## src/rtl/manch_rx_pkg.sv

```systemverilog
package manch_rx_pkg;
  typedef struct packed {
    logic valid;
    logic data;
  } rx_bit_t;
endpackage

```

## src/rtl/manch_rx_sync.sv

```systemverilog
module manch_rx_sync #(
  parameter int unsigned STAGES = 2
) (
  input  logic clk_i,
  input  logic rst_ni,
  input  logic d_i,
  output logic q_o
);
  logic [STAGES-1:0] stage_q;

  generate
    for (genvar i = 0; i < STAGES; i++) begin : g_stage
      always_ff @(posedge clk_i or negedge rst_ni) begin
        if (!rst_ni) stage_q[i] <= 1'b0;
        else if (i == 0) stage_q[i] <= d_i;
        else stage_q[i] <= stage_q[(i == 0) ? 0 : i-1];
      end
    end
  endgenerate

  assign q_o = stage_q[STAGES-1];
endmodule

```

## src/rtl/manch_rx_edge.sv

```systemverilog
module manch_rx_edge (
  input  logic clk_i,
  input  logic rst_ni,
  input  logic level_i,
  output logic edge_o
);
  logic prev_q;

  always_ff @(posedge clk_i or negedge rst_ni) begin
    if (!rst_ni) prev_q <= 1'b0;
    else prev_q <= level_i;
  end

  assign edge_o = level_i ^ prev_q;
endmodule

```

## src/rtl/manch_rx_blank.sv

```systemverilog
module manch_rx_blank
  import manch_rx_pkg::*;
#(
  parameter int unsigned BLANK_CYC = 6
) (
  input  logic    clk_i,
  input  logic    rst_ni,
  input  logic    edge_i,
  input  logic    level_i,
  output logic    accept_o,
  output rx_bit_t bit_o
);
  localparam int unsigned CW = (BLANK_CYC > 2) ? $clog2(BLANK_CYC) : 1;
  localparam logic [CW-1:0] RELOAD = CW'(BLANK_CYC - 1);

  logic [CW-1:0] cnt_q;
  rx_bit_t       bit_q;
  logic          open_w;

  assign open_w   = (cnt_q == '0);
  assign accept_o = edge_i && open_w;

  // window starts on accept only; edges inside it never reload
  always_ff @(posedge clk_i or negedge rst_ni) begin
    if (!rst_ni) cnt_q <= '0;
    else if (accept_o) cnt_q <= RELOAD;
    else if (!open_w) cnt_q <= cnt_q - 1'b1;
  end

  always_ff @(posedge clk_i or negedge rst_ni) begin
    if (!rst_ni) begin
      bit_q <= '0;
    end else begin
      bit_q.valid <= accept_o;
      if (accept_o) bit_q.data <= level_i;
    end
  end

  assign bit_o = bit_q;


  accept_when_open_chk: assert property (@(posedge clk_i) disable iff (!rst_ni)
    (edge_i && cnt_q == '0) |=> bit_o.valid);

  blank_ignores_chk: assert property (@(posedge clk_i) disable iff (!rst_ni)
    (cnt_q != '0) |=> !bit_o.valid);

  data_capture_chk: assert property (@(posedge clk_i) disable iff (!rst_ni)
    bit_o.valid |-> bit_o.data == $past(level_i));
endmodule

```

## src/rtl/manch_rx_carrier.sv

```systemverilog
module manch_rx_carrier #(
  parameter int unsigned HOLD_CYC = 16
) (
  input  logic clk_i,
  input  logic rst_ni,
  input  logic accept_i,
  output logic carrier_o
);
  localparam int unsigned HW = $clog2(HOLD_CYC + 1);
  localparam logic [HW-1:0] LAST = HW'(HOLD_CYC - 1);

  logic [HW-1:0] idle_q;
  logic          carrier_q;

  always_ff @(posedge clk_i or negedge rst_ni) begin
    if (!rst_ni) begin
      idle_q    <= '0;
      carrier_q <= 1'b0;
    end else if (accept_i) begin
      idle_q    <= '0;
      carrier_q <= 1'b1;
    end else if (carrier_q) begin
      if (idle_q == LAST) carrier_q <= 1'b0;
      else idle_q <= idle_q + 1'b1;
    end
  end

  assign carrier_o = carrier_q;


  carrier_stays_low_chk: assert property (@(posedge clk_i) disable iff (!rst_ni)
    (!carrier_q && !accept_i) |=> !carrier_q);

  carrier_rises_chk: assert property (@(posedge clk_i) disable iff (!rst_ni)
    accept_i |=> carrier_q);
endmodule

```

## src/rtl/manch_rx.sv

```systemverilog
module manch_rx
  import manch_rx_pkg::*;
#(
  parameter int unsigned SYNC_STAGES = 2,
  parameter int unsigned BLANK_CYC   = 6,
  parameter int unsigned HOLD_CYC    = 16
) (
  input  logic clk_i,
  input  logic rst_ni,
  input  logic line_i,
  output logic bit_valid_o,
  output logic bit_data_o,
  output logic carrier_o
);
  logic    level_w;
  logic    edge_w;
  logic    accept_w;
  rx_bit_t bit_w;

  manch_rx_sync #(.STAGES(SYNC_STAGES)) sync_i (
    .clk_i (clk_i),
    .rst_ni(rst_ni),
    .d_i   (line_i),
    .q_o   (level_w)
  );

  manch_rx_edge edge_i (
    .clk_i  (clk_i),
    .rst_ni (rst_ni),
    .level_i(level_w),
    .edge_o (edge_w)
  );

  manch_rx_blank #(.BLANK_CYC(BLANK_CYC)) blank_i (
    .clk_i   (clk_i),
    .rst_ni  (rst_ni),
    .edge_i  (edge_w),
    .level_i (level_w),
    .accept_o(accept_w),
    .bit_o   (bit_w)
  );

  manch_rx_carrier #(.HOLD_CYC(HOLD_CYC)) carrier_i (
    .clk_i    (clk_i),
    .rst_ni   (rst_ni),
    .accept_i (accept_w),
    .carrier_o(carrier_o)
  );

  assign bit_valid_o = bit_w.valid;
  assign bit_data_o  = bit_w.data;


  strobe_gap_chk: assert property (@(posedge clk_i) disable iff (!rst_ni)
    bit_valid_o |=> !bit_valid_o);

  strobe_has_carrier_chk: assert property (@(posedge clk_i) disable iff (!rst_ni)
    bit_valid_o |-> carrier_o);
endmodule

```

## config.mk

```make
export PLATFORM = sky130hd
export DESIGN_NAME = manch_rx
export DESIGN_NICKNAME = d
export VERILOG_FILES = /design/src/rtl/manch_rx_pkg.sv /design/src/rtl/manch_rx_sync.sv /design/src/rtl/manch_rx_edge.sv /design/src/rtl/manch_rx_blank.sv /design/src/rtl/manch_rx_carrier.sv /design/src/rtl/manch_rx.sv
export SDC_FILE = /design/constraint.sdc
export NUM_CORES = 1
export LEC_CHECK = 0
export BUFFER_PORTS_ARGS = -buffer_cell sky130_fd_sc_hd__buf_4
export CELL_PAD_IN_SITES_DETAIL_PLACEMENT = 0
export CELL_PAD_IN_SITES_GLOBAL_PLACEMENT = 1
export CORE_MARGIN = 1
export CORE_UTILIZATION = 30
export CTS_CLUSTER_SIZE = 8
export DETAILED_ROUTE_END_ITERATION = 8
export PLACE_DENSITY_LB_ADDON = 0.1
export SYNTH_ARGS = -nofsm -noshare
export SYNTH_HDL_FRONTEND = slang
export SYNTH_SLANG_ARGS = --single-unit
```

## constraint.sdc

```tcl
create_clock -name clk_i -period 1.75 [get_ports clk_i]
set_clock_uncertainty 0.1 [all_clocks]
set_input_delay 0.2625 -clock clk_i [delete_from_list [all_inputs] [get_ports clk_i]]
set_output_delay 0.2625 -clock clk_i [all_outputs]
set_load 0.01 [all_outputs]
```

==> out/qor.yml, run 1 <==
reg2reg_slack_ns: 0.14
drive_above_1_share_pct: 29.2
seq_area_um2: 350
nets: 73
multiInputGateArea_um2: 260
synth_area_um2: 618
postSynthCellCount: 52
cts_tree: "yes"
rows: 16
reg2reg_from: "carrier_i.idle_q[1]"
p_leak_nw: 0.363
grt_overflow: 0
reg2regPathDepth: 7
n_fill_cell: 205
slew_violations: 0
syn_area_per_cell_um2: 11.9
p_sw_mw: 0.421
min_to: "sync_i.q_o"
grt_max_degree: 15
p_int_mw: 0.823
status: "finished, final reports clean"
ios: 6
timing.final.setup_violations: 0
power_frac_comb_pct: 39.4
power.density_mw_per_mm2: 1600
hold_start: "sync_i.stage_q[0]"
clockRootBuffer: "clkbuf_4"
finalCritPeriodShare_pct: 92.1
drtIter0Drc: 6
ys_ff_latch: 14
p_clk_share_pct: 18.3
initial_utilization_pct: 31.8
wire_per_inst_um: 10.6
cp.required_ns: 1.82
synth_fp_nets: 59
cp_max_fo: 7
grt_pass1_wl_um: 1620
cts.sinks: 14
die_w_um: 47.4
cts_made_buffers: 3
htree_levels: 1
fmax_ghz: 0.620
yosysUniqueCellTypes: 22
critPathLaunchType: "register"
fin_crit_ns: 1.61
seq_area_frac_synth_pct: 56.7
portBuffers: 5
seqPwrFrac_pct: 42.3
fin_tns_setup_ns: 0
detail-route-antenna-nets: 0
grtUsageTotal_pct: 11.3
ir_worst_vdd_mv: 0.645
dieArea_mm2: 0.00225
arrival_ns: 1.68
hold_path_depth: 0
r2r-end: "carrier_i.idle_q[1]"
vias: 399
slew-limit-headroom_pct: 79.1
worstSetupPathType: "reg -> reg"
ys.warnings.count: 0
wl_um: 976
critical_path.endpoint_type: "register"
antenna_found_initial: 0
clock_latency_ns: 0.27
cts_max_path_buffers: 2
die_h_um: 47.4
grt_pass1_vias: 366
area_growth_pct: 25.5
diodes: 0
final_core_util_pct: 39.9
first_pass_iters: 4
viasPerCell: 4.34
core-area_mm2: 0.00194
swShare_pct: 33.8
place_congestion: 0.668
clk_pin_slew_worst_paths_ns: 0.09
maxCapViolCount: 0
final_hold_viol_count: 0
hp-class: "reg -> reg"
power.total_mw: 1.24
drc: 0
tightest_slew_ns: 0.314
-- cells in the final DEF (no fill, tap or decap), drive strengths merged, types with 2 or more instances in the layout --
| cell | n |
|---|---|
| a21oi | 4 |
| inv | 4 |
| clkbuf | 4 |
| nand3b | 2 |
| and3 | 3 |
| buf | 8 |
| ha | 4 |
| dlygate4sd3 | 2 |
| xnor2 | 2 |
| nor2 | 7 |
| dfrtp | 14 |
-- state kept, by name (all words and copies together), names as in the netlist --
signal / count
blank_i.bit_o: 2
blank_i.cnt_q: 3
carrier_i.carrier_o: 1
carrier_i.idle_q: 5
edge_i.prev_q: 1
sync_i.q_o: 1
sync_i.stage_q: 1
-- power by group through the flow --
stage | Clock [mW] | Sequential [mW] | Combinational [mW]
floorplan | 0 | 0.521 | 0.333
global placement | 0 | 0.530 | 0.456
detailed placement | 0 | 0.530 | 0.454
CTS | 0.239 | 0.524 | 0.458
global route | 0.253 | 0.541 | 0.567
finish | 0.227 | 0.526 | 0.490
-- worst max-delay path: stages, from the launching register on --
cell and delay, ns:
dfrtp_1 0.40, ha_2 0.19, and3_4 0.14, ha_2 0.18
nor2b_1 0.10, buf_4 0.16, mux2i_1 0.18, nor2_1 0.05
-- per-stage QoR --
stage                     cells  setup slack [ns]  instance area (um^2)  hold WS, ns
after floorplan              52             0.163                   618       -0.133
after global placement       84            0.0879                   692       0.0207
after detailed placement     84            0.0832                   692       0.0244
after CTS                    90            0.0688                   748        0.256
after global routing         92          -0.00807                   776        0.262
final                        92             0.138                   776        0.252
-- per-layer routing --
layer / wire [um] / vias to the layer above / GRT usage [%] / share of wire [%]
met4: 10 / 0 / 8.57 / 1.0
li1: - / 203 / - / -
met1: 491 / 192 / 14.5 / 50
met3: 18 / 2 / 3.46 / 1.8
met2: 455 / 2 / 15.9 / 47
met5: 0 / - / 0 / 0
-- Yosys cell counts (all sizes together) --
cell | count | share of area (%)
o21ai | 1 | 0.81
inv | 4 | 2.4
nor2b | 1 | 1.0
mux2i | 1 | 1.6
xor2 | 1 | 1.4
a21oi | 4 | 3.2
a211oi | 1 | 1.2
nor4 | 1 | 2.0
a31oi | 1 | 1.0
o221ai | 1 | 1.4
ha | 4 | 8.1
nand2b | 1 | 1.0
or2 | 1 | 1.0
dfrtp | 14 | 57
nor3b | 1 | 1.2
nor2 | 7 | 5.5
nand3b | 2 | 2.4
and3 | 3 | 3.0
xnor2 | 2 | 4.0
buf | 1 | 0.81
-- layout make-up --
type / count / area share, %
clock buffer: 4 / 4.68
inverter: 4 / 1.94
timing repair buffer: 10 / 10.3
multi-input combinational: 33 / 33.5
sequential: 14 / 45.2
tap: 27 / 4.35
-- worst max path at each step --
stage	start	end	slack [ns]
CTS	carrier_i.idle_q[0]	carrier_i.idle_q[1]	0.07
detailed placement	carrier_i.idle_q[0]	carrier_i.idle_q[1]	0.08
floorplan	carrier_i.idle_q[0]	carrier_i.idle_q[1]	0.16
finish	carrier_i.idle_q[1]	carrier_i.idle_q[1]	0.14
global route	carrier_i.idle_q[1]	carrier_i.idle_q[3]	-0.008
global placement	carrier_i.idle_q[0]	carrier_i.idle_q[1]	0.09
-- logic make-up after synthesis --
logic type / count (synthesis) / share of synthesized area (%)
AO/OA/AOI/OAI: 8 / 7.69
buffers and inverters: 5 / 3.24
flip-flops: 14 / 56.7
XOR/XNOR: 3 / 5.47
AND/OR/NAND/NOR: 17 / 17.2
multiplexers: 1 / 1.62
adder cells (fa/ha/maj): 4 / 8.10
-- timing repair --
item,in CTS,in global routing
hold buffers,2,0
resized for setup,0,4
buffers inserted,0,2
setup endpoints to repair,0,3
endpoints found under the hold margin,15,0
No activity file was read; power rests on OpenSTA's default activity.
==> run 2: changes to the inputs <==
Settings changed: ABC_AREA set to 1, PLACE_DENSITY set to 0.65, PLACE_DENSITY_LB_ADDON 0.1 to unset.
==> run 2 against run 1 <==
Via count is 11% higher. Flip-flop and latch count did not move. Register-to-register slack better by 0.04 ns. Cell area shrank 1.9%. Sequential power increased by 2%. Hold slack improved by 0.0048 ns. Sequential share of layout area grew 0.89 points. Maximum frequency grew 2.3%. Wire length fell by 5.6%. Critical endpoint is now carrier_i.idle_q[2]. Largest power group unchanged. Highest routed layer unchanged.
==> out/qor.yml, run 2 <==
hp-class: "reg -> reg"
drc: 0  # unchanged
first_pass_iters: 3  # -1
nets: 87  # +19%
critical_path.endpoint_type: "register"
core-area_mm2: 0.00200  # +3.1%
synth_ff_type: "dfrtp_1"
synth_edf_count: 0  # unchanged
seq_area_frac_synth_pct: 54.2  # -2.5 points
placed_area_um2: 718  # +3.8%
p_clk_share_pct: 13.7  # -4.6 points
seqPwrFrac_pct: 43.6  # +1.3 points
final_area_um2: 761  # -1.9%
dieArea_mm2: 0.00235  # +4.5%
synth_largest_area_cell: "dfrtp_1"
grt_pass1_vias: 435  # +19%
die_w_um: 48.4  # +2.2%
place_congestion: 0.724  # +8.4%
grt_pass1_wl_um: 1790  # +11%
ys_top_cells_by_area: "dfrtp_1 54%, nand2_1 8.7%, ha_1 7.7%"
critPathLaunchType: "register"
area_growth_pct: 17.6
grt_overflow: 0  # unchanged
fin_crit_ns: 1.58  # -0.0359 ns
power.total_mw: 1.23  # -1.4%
grtUsageTotal_pct: 10.2  # -1.2 points
syn_area_per_cell_um2: 9.51  # -20%
postSynthCellCount: 68  # +31%
cp_max_fo: 7  # unchanged
htree_levels: 1  # unchanged
portBuffers: 5  # unchanged
status: "finished, final reports clean"
yosysUniqueCellTypes: 18  # -18%
clk_pin_slew_worst_paths_ns: 0.07  # -0.02 ns
ios: 6  # unchanged
swShare_pct: 38.1  # +4.2 points
cts_tree: "yes"
yosysMostFrequentCell: "nand2_1"
drive_above_1_share_pct: 25.6  # -3.6 points
p_sw_mw: 0.467  # +11%
synth_fp_nets: 75  # +27%
cts_setup_buffers: 0  # unchanged
viasPerCell: 4.21  # -2.9%
grt_max_degree: 15  # unchanged
final_core_util_pct: 38.0  # -1.9 points
diodes: 0  # unchanged
clock_latency_ns: 0.27  # about the same
dpl.hpwl_um: 687
rsz0062_at_grt: "no"
cts_max_path_buffers: 2  # unchanged
wire_per_inst_um: 8.77  # -17%
cts.sinks: 14  # unchanged
regMostFlops: "carrier_i.idle_q"
finalCritPeriodShare_pct: 90.1  # -2.1 points
wl_um: 921  # -5.6%
fmax_ghz: 0.634  # +2.3%
power_frac_comb_pct: 42.7  # +3.3 points
ir_worst_vdd_mv: 0.695  # +7.7%
arrival_ns: 1.64  # -0.04 ns
timing.final.setup_violations: 0  # unchanged
clockRootBuffer: "clkbuf_4"
synth_common_cells: "15 x nand2_1, 14 x dfrtp_1, 10 x inv_1, 4 x ha_1, 4 x nand2_2"
tightest_slew_ns: 0.199  # -0.115 ns
slew-limit-headroom_pct: 86.6  # +7.5 points
die_h_um: 48.4  # +2.2%
ys_ff_latch: 14  # unchanged
cts_made_buffers: 3  # unchanged
synthArstFlopShare_pct: 100  # unchanged
initial_utilization_pct: 32.3  # +0.48 points
power.density_mw_per_mm2: 1610  # +0.57%
n_fill_cell: 206  # +0.49%
p_int_mw: 0.760  # -7.7%
ys.warnings.count: 0  # unchanged
yosysTopAreaCellShare_pct: 54.2  # -2.5 points
drtIter0Drc: 10  # +4
maxCapViolCount: 0  # unchanged
vias: 442  # +11%
antenna_found_initial: 0  # unchanged
rows: 16  # unchanged
synth_area_um2: 647  # +4.7%
p_leak_nw: 0.400  # +10%
detail-route-antenna-nets: 0  # unchanged
cp.required_ns: 1.81  # about the same
worstSetupPathType: "reg -> reg"
final_cell_mix: "15 x nand2_1, 14 x dfrtp_1, 10 x inv_1"
slew_violations: 0  # unchanged
final_hold_viol_count: 0  # unchanged
hold-worst-slack_ns: 0.257  # +0.00476 ns
fin_tns_setup_ns: 0  # unchanged
largest_reg_flops: 5  # unchanged
layout_commonest_cell: "nand2_1"
run 2: changes by cell type after synthesis, sizes merged, moves of 2 or more:
| cell | before | now |
|---|---|---|
| o21ai | 1 | 4 |
| nand3b | 2 | 0 |
| a21oi | 4 | 0 |
| nand3 | 0 | 3 |
| and3 | 3 | 0 |
| nand2 | 0 | 20 |
| inv | 4 | 12 |
run 2: power by group through the flow:
stage               clock network (mW)  registers (mW)  logic (mW)
floorplan                            0           0.540       0.403
global placement                     0           0.544       0.518
detailed placement                   0           0.542       0.531
CTS                              0.179           0.536       0.538
global route                     0.192           0.552       0.629
finish                           0.168           0.535       0.523
run 2: metrics by stage:
step / setup slack (ns) / std cells
floorplan: 0.277 / 68
global route: 0.0213 / 105
global placement: 0.175 / 100
CTS: 0.155 / 105
finish: 0.174 / 105
detailed placement: 0.174 / 100
run 2: final timing paths:
kind                       cells past startpoint  slack (ns)           startpoint                  end
max in group asynchronous                      2        1.11               rst_ni     blank_i.cnt_q[1]
max                                            8        0.17  carrier_i.idle_q[0]  carrier_i.idle_q[2]
max reg2reg                                    8        0.17  carrier_i.idle_q[0]  carrier_i.idle_q[2]
min in group asynchronous                      2        0.27               rst_ni    sync_i.stage_q[0]
min reg2reg                                    0        0.26    sync_i.stage_q[0]           sync_i.q_o
min                                            0        0.26    sync_i.stage_q[0]           sync_i.q_o
run 2: critical path, cell delays in order, from the launching register on:
cell	delay, ns
dfrtp_1	0.41
ha_1	0.22
nand2_1	0.06
nor2_1	0.04
ha_1	0.17
inv_1	0.10
nand2_2	0.12
nor3_1	0.19
nor2_2	0.06
run 2: routing by layer:
layer | vias to the layer above | GRT usage, % | part of all wire, %
met5 | - | 0 | 0
met4 | 0 | 7.35 | 3.0
met3 | 4 | 0.943 | 1.5
met2 | 5 | 16.4 | 46
met1 | 201 | 12.7 | 49
li1 | 232 | - | -
run 2: cell type report:
type                            count  area [um^2]  area share (%)
Clock buffer                        3         22.5            2.96
Timing Repair Buffer                7         57.6            7.57
Multi-Input combinational cell     42          251            33.1
Tap cell                           27         33.8            4.44
Sequential cell                    14          350            46.1
Inverter                           12         45.0            5.92
run 2: repair_timing:
action,in CTS,in global routing
gates resized for setup,0,0
hold buffers,2,0
endpoints found under the hold margin,15,0
run 2: cells by family (layout without fill, tap and decap cells):
group	count (synthesis)	count (layout)	share of synthesized area [%]
compound gates	5	5	4.64
xor+xnor	2	2	2.71
fa+ha+maj	4	4	7.74
buf+inv	12	22	6.96
flops	14	14	54.2
simple gates	31	31	23.8
